## config.mk

```make
export PLATFORM = sky130hd
export DESIGN_NAME = rsm_run_ctl
export DESIGN_NICKNAME = d
export VERILOG_FILES = /design/src/rtl/rsm_run_ctl.sv
export SDC_FILE = /design/constraint.sdc
export NUM_CORES = 1
export LEC_CHECK = 0
export ABC_CLOCK_PERIOD_IN_PS = 1500
export BUFFER_PORTS_ARGS = -buffer_cell sky130_fd_sc_hd__buf_4
export CORE_ASPECT_RATIO = 0.9
export CORE_MARGIN = 10
export CORE_UTILIZATION = 24
export DETAILED_ROUTE_END_ITERATION = 6
export GPL_ROUTABILITY_DRIVEN = 0
export GPL_TIMING_DRIVEN = 1
export PLACE_DENSITY = 0.76
export SYNTH_ARGS = -nofsm -noshare
export SYNTH_HDL_FRONTEND = slang
export SYNTH_SLANG_ARGS = --single-unit
```

## constraint.sdc

```tcl
create_clock -name clk -period 1.5 [get_ports clk]
set_clock_uncertainty 0.05 [all_clocks]
set_input_delay 0.3 -clock clk [delete_from_list [all_inputs] [get_ports clk]]
set_output_delay 0.3 -clock clk [all_outputs]
set_load 0.02 [all_outputs]
```

## src/rtl/rsm_run_ctl.sv

```systemverilog
module rsm_run_ctl (
  input  logic        clk,
  input  logic        rst_n,
  input  logic        glb_clr,
  input  logic        reg_wr,
  input  logic [31:0] reg_wdata,
  output logic [31:0] reg_rdata,
  input  logic        halt_on_par,
  input  logic        par_err,
  input  logic        cell_sop,
  input  logic        cell_eop,
  output logic        run_ok,
  output logic        eng_rst,
  output logic [1:0]  run_state
);
  localparam int EN_BIT  = 31;
  localparam int RST_BIT = 30;
  localparam logic [1:0] ST_HALT = 2'b00;
  localparam logic [1:0] ST_RUN  = 2'b01;
  localparam logic [1:0] ST_PEND = 2'b10;
  localparam logic [1:0] ST_RST  = 2'b11;

  logic en_q, srst_q, cell_q;
  logic err_halt;

  assign err_halt = par_err & halt_on_par;

  always_ff @(posedge clk or negedge rst_n) begin
    if (!rst_n) begin
      en_q   <= 1'b0;
      srst_q <= 1'b0;
    end else if (glb_clr) begin
      en_q   <= 1'b0;
      srst_q <= 1'b0;
    end else begin
      if (err_halt)    en_q <= 1'b0;
      else if (reg_wr) en_q <= reg_wdata[EN_BIT];
      if (reg_wr)      srst_q <= reg_wdata[RST_BIT];
    end
  end

  always_ff @(posedge clk or negedge rst_n) begin
    if (!rst_n)                   cell_q <= 1'b0;
    else if (glb_clr || srst_q)   cell_q <= 1'b0;
    else if (cell_eop)            cell_q <= 1'b0;
    else if (cell_sop && run_ok)  cell_q <= 1'b1;
  end

  assign run_ok    = en_q & ~srst_q;
  assign eng_rst   = srst_q;
  assign run_state = srst_q ? ST_RST  :
                     en_q   ? ST_RUN  :
                     cell_q ? ST_PEND : ST_HALT;
  assign reg_rdata = {en_q, srst_q, 28'd0, run_state};
endmodule

```

# == After elaboration in Yosys (flattened, before gate mapping) ==
# Index checks and enable logic that the tools add are counted.
# word_totals
ram_bits,0
latch_bits,0
mem_count,0
regBits,3
romBits,0
inputBits,40
# classes
order_cmp,0
eq_ne,0
n_div,0
n_shift,0
n_addsub,0
bitwise_logic,3
mux,11
n_reduce_logical,5
multipliers,0
# op_table
operator,n
$mux 1,8
$mux 2,3
$reduce_bool 3->1,2
$and 1x1->1,2
$reduce_bool 2->1,1
$logic_and 1x1->1,1
$logic_or 1x1->1,1
$not 1->1,1

# == Depth between registers and ports, before layout ==
# logic_depth
ltp_word,6
depth_mapped,3
mapped_depth_nobuf,2

# == Worst setup path after synthesis ==
# Ideal clock, no wire load.
# synth_path
kind,register to output
from,"reg srst_q, in the netlist eng_rst"
to,out run_state[0]
stages_incl_launch_ff,3
n_path_buf,1
setup_slack_ns,0.122
t_arrival_ns,1.028
path_cell_list,dfrtp_1 > or2_2 > buf_4
# synth_via
elab_chain_len,1
# synth_lines
item,line_no,source
"start, declared",23,"logic en_q, srst_q, cell_q;"
"start signal, assigned",38,if (reg_wr) srst_q <= reg_wdata[RST_BIT];
$mux 2,51,assign run_state = srst_q ? ST_RST :
"end, declared",14,output logic [1:0] run_state
# Every way passes these cells.

# == Worst setup path after layout ==
# layout_path
from,reg en_q
to,out run_state[0]
# layout_via
elab_chain_len,2
# layout_lines
item,line_no,source
"start, declared",23,
"start signal, assigned",37,else if (reg_wr) en_q <= reg_wdata[EN_BIT];
$mux 2,52,en_q ? ST_RUN :
$mux 2,51,
# Every way passes these cells.

==> impl_metrics.toml <==
[grt]
antenna_found_initial = 0
grt.met3_usage_pct = 2.88
grt_max_degree = 8
gr-usage-met2_pct = 10.1
grtUsageTotal_pct = 5.10
first_global_vias = 298
global_route_wire_length_before_repair_um = 1380
gr-usage-met1_pct = 3.19
grt.overflow.total = 0
busiest_layer = "met2"

[timing]
final_setup_tns_ns = 0
report.final.hold_viol_count = 0
maxSlewViolCount = 0
grt_setup_unrepaired = "false"
achievable-frequency_ghz = 0.709
setup_viol = 0
timing.final.crit_share_pct = 94.1
fin_crit_ns = 1.41
post-route-worst-setup-slack_ns = 0.0889

[synthesis]
distinct_cell_type_count_of_the_synthesized_netlist = 11
largest_family_of_logic_cells_by_synthesized_area = "buffers and inverters"
simple_gate_share_of_the_synthesized_area_pct = 5.16
synth_warnings = 0
synthXorXnorAreaFrac_pct = 0
synth_compound_gate_area_share_pct = 6.45
post_synthesis_sequential_area_ratio_pct = 19.4
synth_adder_area_share_pct = 0
synthesis.instances = 46
syn_avg_cell_area_um2 = 8.43
synth-seq-cells = 3
synth_area_um2 = 388
yosys-mux-area-fraction_pct = 5.16

[power_and_ir_drop]
leakagePower_nw = 0.278
power_density_nw_per_um2 = 835
vdd_drop_max_mv = 0.222

[die]
horizontal_die_dimension_um = 62.4
floorplan.io_pins = 76
floorplan.rows = 13
design.die.area_um2 = 3630
die_h_um = 58.1
starting_density_of_the_core_pct = 26.2
floorplan.core_area_um2 = 1480

[setup_path]
cp-startpoint = "en_q$_DFFE_PN0P_"
worst-endpoint-arrival_ns = 1.06
crit-reg2reg-launch = "eng_rst$_DFFE_PN0P_"
endpoint_kind = "output pin"
cp_max_fo = 4
critPathLaunchType = "flop"
crit_required_ns = 1.15
critPathKind = "flop to output pin"
reg2reg_slack_ns = 0.52
r2r_end = "cell_q$_DFFE_PN0P_"
reg2reg_path_depth = 2

[clock_tree]
worst_setup_hold_path_clk_slew_ns = 0.04
numCtsBuffers = 3
cts_tree = "yes"
htree_num_levels = 1
cts-root-to-sink-buffers = 2
clock_insertion_delay_worst_skew_ns = 0.24
tritoncts_num_sinks = 3
ctsRootBufferMaster = "sky130_fd_sc_hd__clkbuf_4"

[cells_and_area]
layout.nets = 106
proportion_of_layout_cells_with_a_drive_suffix_above_1_pct = 40.0
final_cell_count_no_fill = 87
mostFrequentLayoutCell = "sky130_fd_sc_hd__conb_1"
core_util_final_pct = 31.1
highest_count_cells_in_the_layout_ignoring_fill_and_taps = "sky130_fd_sc_hd__conb_1, sky130_fd_sc_hd__buf_4, sky130_fd_sc_hd__clkbuf_4"
count_of_inserted_antenna_diode_cells = 0
final_area_um2 = 460
layout-area-overhead-vs-synth_pct = 18.7
fillCellCount = 150

[routing]
drc = 0
wl_per_cell_um = 12.5
drt-initial-drc-count = 1
detailedRoute.firstPassIterationCount = 2
ant_nets = 0
detail_route.vias_per_cell = 3.02
routed_wl_um = 1090
num_vias = 263

[placement]
placement.io_buffers = 17
dpl.cell_count = 80
dp_hpwl_um = 873
placement.cell_area_um2 = 404
preCtsSetupSlack_ns = 0.250

[min_path]
hp-start = "cell_eop"
worstHoldPathType = "primary input to flop"
hold-path-cell-count = 2
hold-path-endpoint = "cell_q$_DFFE_PN0P_"

[run_status]
run_status = "finished, final reports clean"

[flow_run]
drv_cap = 0
## sequential cells by signal, summed over array words and instances (netlist names)
name and cells:
eng_rst 1, cell_q 1, en_q 1
## cell usage after synthesis
| cell | instances | share of area, % |
|---|---|---|
| sky130_fd_sc_hd__mux2i_1 | 2 | 5.2 |
| sky130_fd_sc_hd__a21o_1 | 1 | 1.9 |
| sky130_fd_sc_hd__dfrtp_1 | 3 | 19 |
| sky130_fd_sc_hd__conb_1 | 1 | 0.97 |
| sky130_fd_sc_hd__a211oi_2 | 1 | 3.2 |
| sky130_fd_sc_hd__nor2_1 | 2 | 1.9 |
| sky130_fd_sc_hd__nor4_1 | 1 | 1.6 |
| sky130_fd_sc_hd__a21oi_1 | 1 | 1.3 |
| sky130_fd_sc_hd__buf_4 | 32 | 62 |
| sky130_fd_sc_hd__inv_1 | 1 | 0.97 |
| sky130_fd_sc_hd__or2_2 | 1 | 1.6 |
## metal layers
metal / wire length, µm / up-vias
li1: - / 122
met1: 321 / 118
met2: 651 / 21
met3: 100 / 2
met4: 17 / 0
met5: 0 / -
## repair_timing
item                                    4_1_cts  5_1_grt
endpoints found under the hold margin         3        0
endpoints found under the setup margin        2        2
gates cloned                                  0        0
resized for setup                             1        2
hold buffers                                  1        0
buffers inserted                              0        2
## logic make-up after synthesis
kind of cell	Yosys count
AOI/OAI and AO/OA	3
other	1
muxes	2
buffers and inverters	33
DFF	3
and+or+nand+nor	4
## power breakdown
group | switching, mW | internal [mW]
Combinational | 0.104 | 0.0456
Clock | 0.0459 | 0.0999
Sequential | 0.00413 | 0.0851
## worst max-delay path, cell delays in order, from the launching register on
cell                      delay, ns
sky130_fd_sc_hd__dfrtp_2       0.42
sky130_fd_sc_hd__or2_4         0.25
sky130_fd_sc_hd__buf_4         0.16
## worst max-delay path by stage
stage | end | slack [ns]
floorplan | run_state[0] | 0.12
global placement | run_state[0] | 0.26
detailed placement | run_state[0] | 0.25
CTS | run_state[0] | 0.007
global route | reg_rdata[0] | 0.05
finish | run_state[0] | 0.09
## final cells by class
type	count	area [µm²]	area share [%]
timing repair buffer	20	153	33.2
tap	22	27.5	5.98
multi-input combinational	37	173	37.5
clock buffer	4	26.3	5.71
inverter	1	3.75	0.815
sequential	3	77.6	16.8
## metrics by stage
stage / power (mW) / hold WS (ns)
floorplan: 0.246 / -0.0456
global placement: 0.226 / 0.0372
detailed placement: 0.227 / 0.0385
CTS: 0.381 / 0.159
global route: 0.405 / 0.160
finish: 0.384 / 0.167
Power figures use the tool's default switching activity.
